<file path="src/rtl/dsi_vseq_pkg.sv">
package dsi_vseq_pkg;

   typedef enum logic [1:0] {
      RG_VSYNC  = 2'd0,
      RG_VBACK  = 2'd1,
      RG_VACT   = 2'd2,
      RG_VFRONT = 2'd3
   } vreg_e;

   // slot order inside a line is the emission order
   typedef enum logic [2:0] {
      SL_LSTART = 3'd0,
      SL_HSA    = 3'd1,
      SL_HSE    = 3'd2,
      SL_HBP    = 3'd3,
      SL_PIX    = 3'd4,
      SL_FILL   = 3'd5,
      SL_HFP    = 3'd6,
      SL_EOT    = 3'd7
   } slot_e;

   localparam int unsigned NUM_REGIONS = 4;
   localparam int unsigned NUM_SLOTS   = 8;

   localparam logic [5:0] DT_VSS   = 6'h01;
   localparam logic [5:0] DT_VSE   = 6'h11;
   localparam logic [5:0] DT_HSS   = 6'h21;
   localparam logic [5:0] DT_HSE   = 6'h31;
   localparam logic [5:0] DT_EOT   = 6'h08;
   localparam logic [5:0] DT_NULL  = 6'h09;
   localparam logic [5:0] DT_BLANK = 6'h19;
   localparam logic [3:0] DT_PIX_LO = 4'hE;

endpackage

</file>
<file path="src/rtl/dsi_vseq_lines.sv">
module dsi_vseq_lines
   import dsi_vseq_pkg::*;
#(
   parameter int unsigned LINE_W = 12
) (
   input  logic              clk,
   input  logic              rst_n,
   input  logic              frame_go,
   input  logic              line_adv,
   input  logic [LINE_W-1:0] len_vsa,
   input  logic [LINE_W-1:0] len_vbp,
   input  logic [LINE_W-1:0] len_vact,
   input  logic [LINE_W-1:0] len_vfp,
   input  logic              auto_vcnt,
   output logic              is_active,
   output logic              is_first,
   output logic              is_vse,
   output logic              is_last
);

   localparam int unsigned CW = LINE_W + 1;

   logic [NUM_REGIONS-1:0][LINE_W-1:0] eff_len;
   logic [NUM_REGIONS-1:0]             nz;
   vreg_e                              region_q, first_rg, nxt_rg;
   logic                               nxt_ok;
   logic [LINE_W-1:0]                  cnt_q;
   logic                               first_q, vse_q, cnt_wrap;

   assign eff_len[RG_VSYNC]  = auto_vcnt ? '0 : len_vsa;
   assign eff_len[RG_VBACK]  = auto_vcnt ? '0 : len_vbp;
   assign eff_len[RG_VACT]   = len_vact;
   assign eff_len[RG_VFRONT] = len_vfp;

   for (genvar g = 0; g < NUM_REGIONS; g++) begin : g_nz
      assign nz[g] = |eff_len[g];
   end

   // lowest non-empty region opens the frame; next non-empty one follows
   always_comb begin
      first_rg = RG_VACT;
      nxt_rg   = RG_VFRONT;
      nxt_ok   = 1'b0;
      for (int i = NUM_REGIONS - 1; i >= 0; i--) begin
         if (nz[i]) first_rg = vreg_e'(2'(i));
         if (nz[i] && (i > int'(region_q))) begin
            nxt_rg = vreg_e'(2'(i));
            nxt_ok = 1'b1;
         end
      end
   end

   assign cnt_wrap = ({1'b0, cnt_q} + CW'(1)) >= {1'b0, eff_len[region_q]};

   always_ff @(posedge clk) begin
      if (!rst_n) begin
         region_q <= RG_VSYNC;
         cnt_q    <= '0;
         first_q  <= 1'b0;
         vse_q    <= 1'b0;
      end else if (frame_go) begin
         region_q <= first_rg;
         cnt_q    <= '0;
         first_q  <= 1'b1;
         vse_q    <= 1'b0;
      end else if (line_adv) begin
         first_q <= 1'b0;
         if (!cnt_wrap) begin
            cnt_q <= cnt_q + LINE_W'(1);
            vse_q <= 1'b0;
         end else begin
            cnt_q    <= '0;
            region_q <= nxt_rg;
            vse_q    <= (region_q == RG_VSYNC);
         end
      end
   end

   assign is_active = (region_q == RG_VACT);
   assign is_first  = first_q;
   assign is_vse    = vse_q;
   assign is_last   = cnt_wrap && !nxt_ok;

endmodule

</file>
<file path="src/rtl/dsi_vseq_slots.sv">
module dsi_vseq_slots
   import dsi_vseq_pkg::*;
#(
   parameter int unsigned WC_W = 16
) (
   input  logic            clk,
   input  logic            rst_n,
   input  logic            frame_go,
   input  logic            pkt_adv,
   input  logic            line_active,
   input  logic            first_line,
   input  logic            vse_line,
   input  logic            hse_en,
   input  logic            hsa_skip,
   input  logic            hbp_skip,
   input  logic            hfp_skip,
   input  logic            burst_en,
   input  logic            eot_en,
   input  logic [1:0]      pix_fmt,
   input  logic [WC_W-1:0] hsa_wc,
   input  logic [WC_W-1:0] hbp_wc,
   input  logic [WC_W-1:0] hact_wc,
   input  logic [WC_W-1:0] null_wc,
   input  logic [WC_W-1:0] hfp_wc,
   output logic [5:0]      slot_dt,
   output logic [WC_W-1:0] slot_wc,
   output logic            slot_last
);

   logic [NUM_SLOTS-1:0] en;
   slot_e                slot_q, nxt_slot;
   logic                 nxt_ok;

   // which slots this line carries
   always_comb begin
      en            = '0;
      en[SL_LSTART] = 1'b1;
      en[SL_HSA]    = line_active && !hsa_skip;
      en[SL_HSE]    = line_active || hse_en;
      en[SL_HBP]    = line_active && !hbp_skip;
      en[SL_PIX]    = line_active;
      en[SL_FILL]   = line_active && !burst_en;
      en[SL_HFP]    = line_active && !hfp_skip;
      en[SL_EOT]    = eot_en;
   end

   always_comb begin
      nxt_slot = SL_EOT;
      nxt_ok   = 1'b0;
      for (int i = NUM_SLOTS - 1; i > 0; i--) begin
         if (en[i] && (i > int'(slot_q))) begin
            nxt_slot = slot_e'(3'(i));
            nxt_ok   = 1'b1;
         end
      end
   end

   assign slot_last = !nxt_ok;

   always_ff @(posedge clk) begin
      if (!rst_n)                slot_q <= SL_LSTART;
      else if (frame_go)         slot_q <= SL_LSTART;
      else if (pkt_adv)          slot_q <= nxt_ok ? nxt_slot : SL_LSTART;
   end

   always_comb begin
      slot_dt = DT_EOT;
      slot_wc = '0;
      case (slot_q)
         SL_LSTART: slot_dt = first_line ? DT_VSS : (vse_line ? DT_VSE : DT_HSS);
         SL_HSA:    begin slot_dt = DT_BLANK; slot_wc = hsa_wc; end
         SL_HSE:    slot_dt = DT_HSE;
         SL_HBP:    begin slot_dt = DT_BLANK; slot_wc = hbp_wc; end
         SL_PIX:    begin slot_dt = {pix_fmt, DT_PIX_LO}; slot_wc = hact_wc; end
         SL_FILL:   begin slot_dt = DT_NULL; slot_wc = null_wc; end
         SL_HFP:    begin slot_dt = DT_BLANK; slot_wc = hfp_wc; end
         default:   slot_dt = DT_EOT;
      endcase
   end

endmodule

</file>
<file path="src/rtl/dsi_vid_seq.sv">
module dsi_vid_seq
   import dsi_vseq_pkg::*;
#(
   parameter int unsigned LINE_W = 12,
   parameter int unsigned WC_W   = 16
) (
   input  logic              clk,
   input  logic              rst_n,
   input  logic              frame_start,
   input  logic [LINE_W-1:0] vsa_lines,
   input  logic [LINE_W-1:0] vbp_lines,
   input  logic [LINE_W-1:0] vact_lines,
   input  logic [LINE_W-1:0] vfp_lines,
   input  logic              auto_vcnt,
   input  logic [WC_W-1:0]   hsa_wc,
   input  logic [WC_W-1:0]   hbp_wc,
   input  logic [WC_W-1:0]   hact_wc,
   input  logic [WC_W-1:0]   null_wc,
   input  logic [WC_W-1:0]   hfp_wc,
   input  logic              hse_en,
   input  logic              hsa_skip,
   input  logic              hbp_skip,
   input  logic              hfp_skip,
   input  logic              burst_en,
   input  logic              eot_en,
   input  logic [1:0]        vchan,
   input  logic [1:0]        pix_fmt,
   output logic              pkt_valid,
   input  logic              pkt_ready,
   output logic [7:0]        pkt_di,
   output logic [WC_W-1:0]   pkt_wc,
   output logic              frame_done
);

   if (LINE_W < 2 || LINE_W > 16) begin : g_bad_line_w
      $error("dsi_vid_seq: LINE_W must lie in 2..16");
   end
   if (WC_W < 8 || WC_W > 16) begin : g_bad_wc_w
      $error("dsi_vid_seq: WC_W must lie in 8..16");
   end

   logic       busy_q, done_q;
   logic       go, adv, line_end, frame_end;
   logic       ln_active, ln_first, ln_vse, ln_last, sl_last;
   logic [5:0] sl_dt;

   assign go        = frame_start && !busy_q;
   assign adv       = busy_q && pkt_ready;
   assign line_end  = adv && sl_last;
   assign frame_end = line_end && ln_last;

   dsi_vseq_lines #(.LINE_W(LINE_W)) u_lines (
      .clk       (clk),
      .rst_n     (rst_n),
      .frame_go  (go),
      .line_adv  (line_end),
      .len_vsa   (vsa_lines),
      .len_vbp   (vbp_lines),
      .len_vact  (vact_lines),
      .len_vfp   (vfp_lines),
      .auto_vcnt (auto_vcnt),
      .is_active (ln_active),
      .is_first  (ln_first),
      .is_vse    (ln_vse),
      .is_last   (ln_last)
   );

   dsi_vseq_slots #(.WC_W(WC_W)) u_slots (
      .clk         (clk),
      .rst_n       (rst_n),
      .frame_go    (go),
      .pkt_adv     (adv),
      .line_active (ln_active),
      .first_line  (ln_first),
      .vse_line    (ln_vse),
      .hse_en      (hse_en),
      .hsa_skip    (hsa_skip),
      .hbp_skip    (hbp_skip),
      .hfp_skip    (hfp_skip),
      .burst_en    (burst_en),
      .eot_en      (eot_en),
      .pix_fmt     (pix_fmt),
      .hsa_wc      (hsa_wc),
      .hbp_wc      (hbp_wc),
      .hact_wc     (hact_wc),
      .null_wc     (null_wc),
      .hfp_wc      (hfp_wc),
      .slot_dt     (sl_dt),
      .slot_wc     (pkt_wc),
      .slot_last   (sl_last)
   );

   always_ff @(posedge clk) begin
      if (!rst_n) begin
         busy_q <= 1'b0;
         done_q <= 1'b0;
      end else begin
         done_q <= frame_end;
         if (go)             busy_q <= 1'b1;
         else if (frame_end) busy_q <= 1'b0;
      end
   end

   assign pkt_valid  = busy_q;
   assign pkt_di     = {vchan, sl_dt};
   assign frame_done = done_q;

endmodule

</file>
<file path="config.mk">
export PLATFORM = sky130hd
export DESIGN_NAME = dsi_vid_seq
export DESIGN_NICKNAME = d
export VERILOG_FILES = /design/src/rtl/dsi_vseq_pkg.sv /design/src/rtl/dsi_vseq_lines.sv /design/src/rtl/dsi_vseq_slots.sv /design/src/rtl/dsi_vid_seq.sv
export SDC_FILE = /design/constraint.sdc
export NUM_CORES = 1
export LEC_CHECK = 0
export BUFFER_PORTS_ARGS = -buffer_cell sky130_fd_sc_hd__buf_2
export CAP_MARGIN = 20
export CORE_AREA = 2 2 81 83
export DETAILED_ROUTE_END_ITERATION = 7
export DIE_AREA = 0 0 83 85
export PLACE_DENSITY = 0.87
export SETUP_SLACK_MARGIN = 0.15
export SYNTH_ARGS = -nofsm -noshare
export SYNTH_HDL_FRONTEND = slang
export SYNTH_SLANG_ARGS = --single-unit
</file>
<file path="constraint.sdc">
create_clock -name clk -period 4.45 [get_ports clk]
set_input_delay 0.2225 -clock clk [delete_from_list [all_inputs] [get_ports clk]]
set_output_delay 0.2225 -clock clk [all_outputs]
set_load 0.05 [all_outputs]
</file>
==> out/qor.yml <==
cts_resized: 0
worst_setup_path_start_kind: "register"
num_rows: 29
drc_errors: 0
die_w_um: 83
path_max_fanout: 21
stdcell_count: 569
slew_headroom_pct: 30.4
crit_path_start: "u_lines.region_q[1]$_SDFFE_PN0P_"
hold_class: "in -> reg"
max_freq_mhz: 309
skew_ps: 3.11
wl_per_cell_um: 15.8
drv_cap: 0
synth_top_area_share_pct: 16.0
synth-async-reset-ratio_pct: 0
reg2reg_from: "u_lines.region_q[1]$_SDFFE_PN0P_"
cts_root_buffer: "clkbuf_8"
synth_area_leaders: "dfxtp_1 (16%), mux2i_1 (8.4%), nor2_1 (7.0%), ha_1 (6.2%), a221o_1 (5.7%)"
synth_top_area_cell: "dfxtp_1"
syn_to_final_growth_pct: 33.5
routed-via-count: 3294
powerDensity_nw_per_um2: 160
drt_iter0_markers: 318
via_per_inst: 5.79
clkLatencyLatePin_ps: 260
nets: 649
htreeDepth: 1
cts_tree: "done"
grt-busiest-layer: "met2"
start_util_pct: 42.3
drive_gt1_share_pct: 38.0
seq_area_frac_synth_pct: 16.0
cts_buffer_depth: 2
synth-edff-count: 0
yosysWarnings: 0
path_class: "reg -> reg"
grt-ovfl-total: 0
timing.final.crit_share_pct: 72.6
fin_crit_ps: 3230
peakVddDrop_uv: 126
status: "finished clean"
io_buffer_count: 164
n_antenna_cell: 0
synthesis.area_um2: 2630
drt_pass1_iterations: 5
drtAntennaViolNets: 0
finalSetupTns_ps: 0
p_leak_nw: 1.68
antenna_found_initial: 0
rsz0062_at_grt: "false"
crit_path_end_kind: "register"
hpwl_um: 7390
syn_nets: 499
grt_max_degree: 33
synth_seq_cells: 21
routed_wirelength_um: 8970
syn_inst: 343
cts_buffers: 3
grt_usage_pct: 23.5
clk_pin_slew_ps: 70
use_met1_pct: 29.5
grt_first_pass_wirelength_um: 14100
hold_violations: 0
grtUsageMet2_pct: 41.6
crit_arrival_ps: 3430
num_io_pins: 169
dieArea_um2: 7060
synth-main-ff-cell: "dfxtp_1"
fp.dieH_um: 85
slew_violations: 0
worst_pin_slew_ps: 1040
coreArea_um2: 6200
use_met3_pct: 5.06
first_global_vias: 3089
setup_viol: 0
post-place-cells: 564
cts_setup_buffers: 0
hp-start: "frame_start"
required_ps: 4650
mostFrequentLayoutCells: "buf_2 (164), nor2_1 (49), mux2i_1 (22)"
postSynthAreaPerCell_um2: 7.65
final_common_cell: "buf_2"
cts.sinks: 21
cts_hold_buf: 0
gp_congestion: 0.876
synth_cell_types: 54
## cells in the mapped netlist (all sizes together), types with 2 or more instances
cell type and number:
a21o 11, a21oi 18, a221o 15, a221oi 8, a22o 15, a22oi 9
a31oi 3, and3 7, buf 12, clkbuf 13, dfxtp 21, ha 13
inv 7, mux2 6, mux2i 22, nand2 18, nand2b 4, nand3 8
nand4 4, nor2 49, nor2b 5, nor3 9, nor3b 2, nor4 12
o21ai 11, o21bai 2, or2 3, or3b 2, xnor2 14, xor2 7
## worst paths after layout
kind	endpoint	slack, ps	cells past startpoint
worst max-delay path	u_lines.cnt_q[2]$_SDFFE_PP0P_	1220	11
worst min-delay path	pkt_valid$_SDFFE_PN0P_	210	3
worst max register to register	u_lines.cnt_q[2]$_SDFFE_PP0P_	1220	11
worst min register to register	u_lines.cnt_q[10]$_SDFFE_PP0P_	530	2
## report_power, final
| group | switching [mW] | internal [mW] | total [mW] |
|---|---|---|---|
| sequential | 0.0125 | 0.191 | 0.204 |
| clock | 0.0594 | 0.0638 | 0.123 |
| combinational | 0.126 | 0.108 | 0.234 |
## cell families (layout without fill, tap and decap cells)
group	Yosys count	in the layout	synth area share, %
multiplexers	28	28	11.0
AND/OR/NAND/NOR	127	127	24.4
adder cells (fa/ha/maj)	13	13	6.20
AO/OA/AOI/OAI	101	101	29.5
XOR/XNOR	21	21	7.01
buffers and inverters	32	181	6.01
flip-flops	21	21	16.0
## sequential cells by signal, summed over array words and instances, names as in the netlist
register,flops
frame_done,1
pkt_valid,1
u_lines.cnt_q,12
u_lines.is_first,1
u_lines.is_vse,1
u_lines.region_q,2
u_slots.slot_q,3
## layer usage
layer | share of wire (%) | up-vias
met5 | 0 | -
met4 | 1.1 | 0
met3 | 6.7 | 18
met2 | 51 | 144
met1 | 41 | 1533
li1 | - | 1599
## metrics by stage
| step | power (mW) | hold WS [ps] | setup slack [ps] | instance area (µm²) | utilization [%] |
|---|---|---|---|---|---|
| detailed placement | 0.438 | 446 | 1330 | 3450 | 55.6 |
| global route | 0.591 | 219 | 1090 | 3500 | 56.5 |
| finish | 0.561 | 209 | 1220 | 3500 | 56.5 |
| CTS | 0.561 | 208 | 1320 | 3500 | 56.4 |
| floorplan | 0.345 | 344 | 1350 | 2630 | - |
| global placement | 0.433 | 446 | 1430 | 3440 | 55.5 |
## critical path, cell delays in order (launching register included)
cell and delay (ps):
dfxtp_1 800, nor2_1 150, buf_4 230, a221oi_1 260, a21o_1 130, ha_1 250
a21oi_1 180, o21ai_0 130, o21ai_0 370, a31oi_4 200, or2_4 330, nor2_1 130
## cell type report
cell class	instances	area (µm²)
fillers	589	2700
multi-input cells	290	2050
repair buffers	170	870
flip-flops and latches	21	420
well taps	77	96.3
clock buffers	4	45.0
inverters	7	26.3
(Power assumes the default switching activity.)
